### src/rtl/rom_rd_pkg.sv
package rom_rd_pkg;

  typedef enum logic [1:0] {
    ST_IDLE   = 2'd0,
    ST_ACCESS = 2'd1,
    ST_FLOAT  = 2'd2
  } rd_state_e;

  // nanoseconds to clock cycles, rounded up, never below one cycle
  function automatic int ns_to_cyc(input int ns, input int clk_ns);
    int c;
    c = (ns + clk_ns - 1) / clk_ns;
    return (c < 1) ? 1 : c;
  endfunction

  function automatic int max3(input int a, input int b, input int c);
    int m;
    m = (a > b) ? a : b;
    return (m > c) ? m : c;
  endfunction

  // byte results keep only the low lane; upper lines are not data then
  function automatic logic [15:0] shape_rsp(input logic byte_mode, input logic [15:0] dq);
    return byte_mode ? {8'h00, dq[7:0]} : dq;
  endfunction

endpackage

### src/rtl/rom_rd_timer.sv
module rom_rd_timer #(
  parameter int CW = 4
) (
  input  logic          clk,
  input  logic          rst_n,
  input  logic          load,
  input  logic [CW-1:0] load_val,
  output logic          done
);

  logic [CW-1:0] cnt;

  always_ff @(posedge clk or negedge rst_n) begin
    if (!rst_n)          cnt <= '0;
    else if (load)       cnt <= load_val;
    else if (cnt != '0)  cnt <= cnt - 1'b1;
  end

  // done is high in the last cycle of the window: the edge ending it is the deadline
  assign done = (cnt == CW'(1));

  p_load_nonzero_r4: assert property (@(posedge clk) disable iff (!rst_n)
    load |-> (load_val != '0));

endmodule

### src/rtl/rom_rd_capture.sv
module rom_rd_capture import rom_rd_pkg::*; (
  input  logic        clk,
  input  logic        rst_n,
  input  logic        cap,
  input  logic        byte_mode,
  input  logic [15:0] dq,
  output logic        rsp_valid,
  output logic [15:0] rsp_data
);

  always_ff @(posedge clk or negedge rst_n) begin
    if (!rst_n) begin
      rsp_valid <= 1'b0;
      rsp_data  <= '0;
    end else begin
      rsp_valid <= cap;
      if (cap) rsp_data <= shape_rsp(byte_mode, dq);
    end
  end

  p_byte_upper_zero_r3: assert property (@(posedge clk) disable iff (!rst_n)
    (cap && byte_mode) |=> (rsp_data[15:8] == 8'h00));

endmodule

### src/rtl/rom_rd_ctrl.sv
module rom_rd_ctrl import rom_rd_pkg::*; #(
  parameter int AW      = 22,
  parameter int CLK_NS  = 10,
  parameter int TAA_NS  = 120,
  parameter int TACE_NS = 120,
  parameter int TOE_NS  = 60,
  parameter int TDF_NS  = 20
) (
  input  logic          clk,
  input  logic          rst_n,
  input  logic          req_valid,
  output logic          req_ready,
  input  logic [AW-1:0] req_addr,
  input  logic          req_byte,
  input  logic          req_hi,
  output logic          rsp_valid,
  output logic [15:0]   rsp_data,
  output logic          rom_ce_n,
  output logic          rom_oe_n,
  output logic          rom_word,
  output logic [AW-1:0] rom_addr,
  output logic          rom_lsb_out,
  output logic          rom_lsb_oe,
  input  logic [15:0]   rom_dq
);

  localparam int AA_CYC    = ns_to_cyc(TAA_NS, CLK_NS);
  localparam int CE_CYC    = ns_to_cyc(TACE_NS, CLK_NS);
  localparam int OE_CYC    = ns_to_cyc(TOE_NS, CLK_NS);
  localparam int DF_CYC    = ns_to_cyc(TDF_NS, CLK_NS);
  localparam int FIRST_CYC = max3(AA_CYC, CE_CYC, OE_CYC);
  localparam int MAX_CYC   = max3(FIRST_CYC, DF_CYC, 1);
  localparam int CW        = $clog2(MAX_CYC + 1);
  localparam int GW        = $clog2(DF_CYC + 2);

  rd_state_e     st;
  logic          mode_byte;
  logic [AW-1:0] addr_q;
  logic          lsb_q;
  logic          ce_n_q;
  logic          oe_n_q;

  // named events, shared by the FSM and the assertions
  logic          cap_evt;
  logic          float_end;
  logic          accept;
  logic          chain;
  logic          release_evt;
  logic          tmr_load;
  logic [CW-1:0] tmr_val;
  logic          tmr_done;
  logic [GW-1:0] rel_cnt;

  always_comb begin
    cap_evt     = (st == ST_ACCESS) && tmr_done;
    float_end   = (st == ST_FLOAT) && tmr_done;
    req_ready   = (st == ST_IDLE) || (cap_evt && (req_byte == mode_byte));
    accept      = req_valid && req_ready;
    chain       = accept && cap_evt;
    release_evt = cap_evt && !accept;
    tmr_load    = accept || release_evt;
    if (release_evt) tmr_val = CW'(DF_CYC);
    else if (chain)  tmr_val = CW'(AA_CYC);
    else             tmr_val = CW'(FIRST_CYC);
  end

  always_ff @(posedge clk or negedge rst_n) begin
    if (!rst_n) begin
      st        <= ST_IDLE;
      mode_byte <= 1'b0;
      addr_q    <= '0;
      lsb_q     <= 1'b0;
      ce_n_q    <= 1'b1;
      oe_n_q    <= 1'b1;
    end else if (accept) begin
      st        <= ST_ACCESS;
      mode_byte <= req_byte;
      addr_q    <= req_addr;
      lsb_q     <= req_hi;
      ce_n_q    <= 1'b0;
      oe_n_q    <= 1'b0;
    end else if (release_evt) begin
      st        <= ST_FLOAT;
      ce_n_q    <= 1'b1;
      oe_n_q    <= 1'b1;
    end else if (float_end) begin
      st        <= ST_IDLE;
    end
  end

  // cycles the chip enable has been released, saturating; checker state only
  always_ff @(posedge clk or negedge rst_n) begin
    if (!rst_n)                      rel_cnt <= GW'(DF_CYC + 1);
    else if (!rom_ce_n)              rel_cnt <= '0;
    else if (rel_cnt < GW'(DF_CYC + 1)) rel_cnt <= rel_cnt + 1'b1;
  end

  rom_rd_timer #(.CW(CW)) i_timer (
    .clk      (clk),
    .rst_n    (rst_n),
    .load     (tmr_load),
    .load_val (tmr_val),
    .done     (tmr_done)
  );

  rom_rd_capture i_capture (
    .clk       (clk),
    .rst_n     (rst_n),
    .cap       (cap_evt),
    .byte_mode (mode_byte),
    .dq        (rom_dq),
    .rsp_valid (rsp_valid),
    .rsp_data  (rsp_data)
  );

  assign rom_ce_n    = ce_n_q;
  assign rom_oe_n    = oe_n_q;
  assign rom_addr    = addr_q;
  assign rom_word    = !mode_byte;
  assign rom_lsb_oe  = mode_byte;
  assign rom_lsb_out = lsb_q & mode_byte;

  p_oe_needs_ce_r9: assert property (@(posedge clk) disable iff (!rst_n)
    !rom_oe_n |-> !rom_ce_n);

  p_hold_during_access_r6: assert property (@(posedge clk) disable iff (!rst_n)
    ((st == ST_ACCESS) && !cap_evt) |=> ($stable(rom_addr) && $stable(rom_word) && $stable(rom_lsb_out)));

  p_accept_enables_r5: assert property (@(posedge clk) disable iff (!rst_n)
    accept |=> (!rom_ce_n && !rom_oe_n));

  p_width_change_release_r8: assert property (@(posedge clk) disable iff (!rst_n)
    (cap_evt && req_valid && (req_byte != mode_byte)) |=> (rom_ce_n && rom_oe_n && !req_ready));

  p_float_gap_r7: assert property (@(posedge clk) disable iff (!rst_n)
    $fell(rom_ce_n) |-> (rel_cnt >= GW'(DF_CYC)));

  p_capture_gives_rsp_r10: assert property (@(posedge clk) disable iff (!rst_n)
    cap_evt |=> rsp_valid);

endmodule

### config.mk
export PLATFORM = sky130hd
export DESIGN_NAME = rom_rd_ctrl
export DESIGN_NICKNAME = d
export VERILOG_FILES = /design/src/rtl/rom_rd_pkg.sv /design/src/rtl/rom_rd_timer.sv /design/src/rtl/rom_rd_capture.sv /design/src/rtl/rom_rd_ctrl.sv
export SDC_FILE = /design/constraint.sdc
export NUM_CORES = 1
export LEC_CHECK = 0
export ABC_AREA = 1
export BUFFER_PORTS_ARGS = -buffer_cell sky130_fd_sc_hd__buf_4
export CORE_MARGIN = 3
export CORE_UTILIZATION = 40
export DETAILED_ROUTE_END_ITERATION = 7
export GPL_TIMING_DRIVEN = 0
export MAX_ROUTING_LAYER = met4
export PLACE_DENSITY_LB_ADDON = 0.25
export RECOVER_POWER = 100
export SETUP_SLACK_MARGIN = 0.02
export SLEW_MARGIN = 5
export SYNTH_ARGS = -nofsm -noshare
export SYNTH_HDL_FRONTEND = slang
export SYNTH_HIERARCHICAL = 1
export SYNTH_SLANG_ARGS = --single-unit
export TNS_END_PERCENT = 50
### constraint.sdc
create_clock -name clk -period 2.8 [get_ports clk]
set_input_delay 0.7 -clock clk [delete_from_list [all_inputs] [get_ports clk]]
set_output_delay 0.7 -clock clk [all_outputs]
set_load 0.05 [all_outputs]
==> impl_results.md <==
- Share of the clock period used by the worst path after layout: 0.9369
- R2R cell count: 14
- Class of the most critical setup path: flop to output port
- Status: completed
- DRT iter0 DRCs: 109
- Number of input and output port buffers inserted: 86
- Peak supply drop: 0.5731 mV
- Hold/Removal Path Class: flop to flop
- Yosys Warn Count: 6
- Endpoint required time on the critical path: 2.10 ns
- Internal power consumption: 1.691 mW
- Time the worst path needs with I/O delays and setup: 2.623 ns
- Switching component of the power: 2.027 mW
- Level count of the clock H-tree: 2
- Initial Util: 0.4202
- Post-detail-place hpwl: 3.561 mm
- Final Wtd Congestion: 0.7460
- Standard cell core area: 5205 sq um
- Most frequent cells in the layout: nand2_1, clkbuf_1, dfrtp_1, buf_4, nand3_1
- Flop-to-flop setup slack: 0.31 ns
- Maximum number of pins on one net before global-route repair: 49
- # DRC: 0
- Antenna violations before repair: 0
- TritonCTS Buffers: 5
- Routed len/inst: 12.01 microns
- Wire length of the first global-routing pass: 8.169 mm
- Final number of hold-violating endpoints: 0
- Transition at the pin with the smallest max-transition slack: 1.173 ns
- Die Ht: 79.95 microns
- Reg-to-reg critical path startpoint: i_timer/cnt[1]
- Max-slew headroom: 0.2181
- Reg-to-Reg End: i_timer/cnt[2]
- Die outline area: 6391 sq um
- Leading cell type in the layout, fill and taps excluded: nand2_1
- Worst setup path startpoint: i_timer/cnt[1]
- TritonCTS clock tree: done
- IO Pins: 88
- Post-CTS Hold Fix Bufs: 0
- Part of the power in combinational logic: 0.552
- Layout area overhead: 27.75%
- PwrDens: 1331 nW/um^2
- CTS Buffer Depth: 2
- Setup bufs post-CTS: 0
- Remaining global-route overflow: 0
- Post-Syn Area per Cell: 9.189 sq um
- Vias in the first global route: 1,843
- # rows: 26
- Root buffer selected by CTS: clkbuf_8
- Worst Hold Launch: rom_addr[1]
- Switching Share: 0.5451
- Number of instances in the synthesized netlist: 238
- Via density per instance: 4.531
- Detailed Routing Iterations Pass 1: 4
- Worst-skew pair later-pin latency: 0.29 ns
- Setup repair after global routing missed its margin: false
- Total wire length after detailed routing: 4.816 mm
- Number of nets with antenna violations after routing: 0
- Combined global-route utilization of all metal layers: 0.1671
- Syn Nets: 284
- Netlist Area Pre-Place: 2187 sq um
- Critical Path End Type: output port
- Post-synthesis register bit count: 48
- Nets@finish: 377
- Kind of start point of the critical path: flop
- Count of cell types in the netlist: 27
- CTS sink count: 48
- Accumulated negative setup slack: 0 ns
- Highest Clock Rate: 0.3812 GHz
- Setup crit end: req_ready
- Number of inserted diodes: 0
- Max-capacitance violation count: 0
- Static Leakage: 1.476 nW
- Hold Worst Slack: 0.4712 ns
- Horizontal extent of the die: 79.95 microns
- Power share of the sequential group: 0.332
- Fraction of the yosys area taken by sequential cells: 0.5498
- Proportion of layout cells with a drive suffix above 1: 0.2356
- Total via count after detailed routing: 1,817
- CTS clk-pin slew, worst paths: 0.08 ns
- Worst EP arrival: 1.92 ns
- Number of max-slew violations in the final report: 0
- Final Skew: 0.003622 ns
- Largest fanout on the critical path: 10
- Part of the power in the clock network: 0.117
- Setup violators final: 0
[logic make-up after synthesis]
kind of cell | synth area share
flops | 0.5498
simple gates | 0.3227
mux | 0.004577
compound gates | 0.02975
fa+ha+maj | 0.01716
buf+inv | 0.07437
other cells | 0.001715
[critical path: stages (launching register included)]
cell	delay (ns)
dfrtp_1	0.38
inv_1	0.12
ha_1	0.16
inv_1	0.04
nor2_2	0.14
nand2_2	0.11
nor2_8	0.16
nand2_4	0.08
nand2_8	0.09
buf_6	0.14
buf_4	0.20
[layout make-up]
class	count	area (sq um)
clock buffer	7	96.34
buffer	11	80.08
inverter	15	57.56
tap	70	87.58
timing repair buffer	86	478.0
fill	545	2411
sequential	48	1202
multi-input combinational	164	792.0
[timing repair]
| action | CTS | global route |
|---|---|---|
| gates resized for setup | 0 | 2 |
| endpoints found under the hold margin | 0 | 0 |
| setup endpoints to repair | 0 | 1 |
[Yosys cell counts (all sizes together)]
cell type | number | area [sq um]
conb | 1 | 3.750
nand3 | 33 | 177.7
mux2i | 1 | 10.01
nor2 | 7 | 47.54
a21oi | 4 | 20.02
nand2 | 106 | 465.5
o21ai | 6 | 33.78
dfstp | 1 | 26.28
inv | 15 | 61.31
or2 | 2 | 15.02
ha | 3 | 37.54
a21boi | 1 | 11.26
dfrtp | 47 | 1176
buf | 9 | 93.84
clkbuf | 2 | 7.510
[metal layers]
| layer | routed length (microns) | track usage | vias to the layer above |
|---|---|---|---|
| li1 | - | - | 923 |
| met1 | 2129 | 0.2009 | 821 |
| met2 | 2245 | 0.2732 | 64 |
| met3 | 368 | 0.05079 | 9 |
| met4 | 73 | 0.04561 | 0 |
| met5 | 0 | - | - |
[through the flow]
| step | setup WS [ns] | std cells | util | instance area (sq um) | power [mW] |
|---|---|---|---|---|---|
| floorplan | 0.4926 | 238 | - | 2187 | 2.923 |
| global placement | 0.4079 | 394 | 0.5611 | 2920 | 3.593 |
| detailed placement | 0.4028 | 394 | 0.5611 | 2920 | 3.635 |
| CTS | 0.06177 | 401 | 0.5796 | 3017 | 4.082 |
| global route | 0.04303 | 401 | 0.5368 | 2794 | 3.982 |
| finish | 0.1766 | 401 | 0.5368 | 2794 | 3.718 |
[worst min path at each step]
stage	to	slack (ns)	cells after the start
after detailed placement	rom_addr[1]	0.46	2
after global placement	rom_addr[5]	0.46	2
final	rom_addr[1]	0.47	2
after global routing	i_capture/rsp_data[2]	0.50	2
after floorplan	i_capture/rsp_data[0]	0.40	0
after CTS	st[1]	0.43	1
[sequential cells by signal, summed over array words and instances, names as in the netlist]
register	cells
lsb_q	1
i_capture/rsp_valid	1
st	2
rom_addr	22
i_capture/rsp_data	16
rom_lsb_oe	1
i_timer/cnt	4
rom_oe_n	1
[power by group through the flow]
stage	clock [mW]	combinational (mW)	sequential, mW
2_1_floorplan	0	0.726	2.20
6_report	0.434	2.05	1.23
4_1_cts	0.454	2.38	1.24
3_5_place_dp	0	2.38	1.25
3_3_place_gp	0	2.35	1.25
5_1_grt	0.481	2.22	1.28
Power figures use the tool's default switching activity.
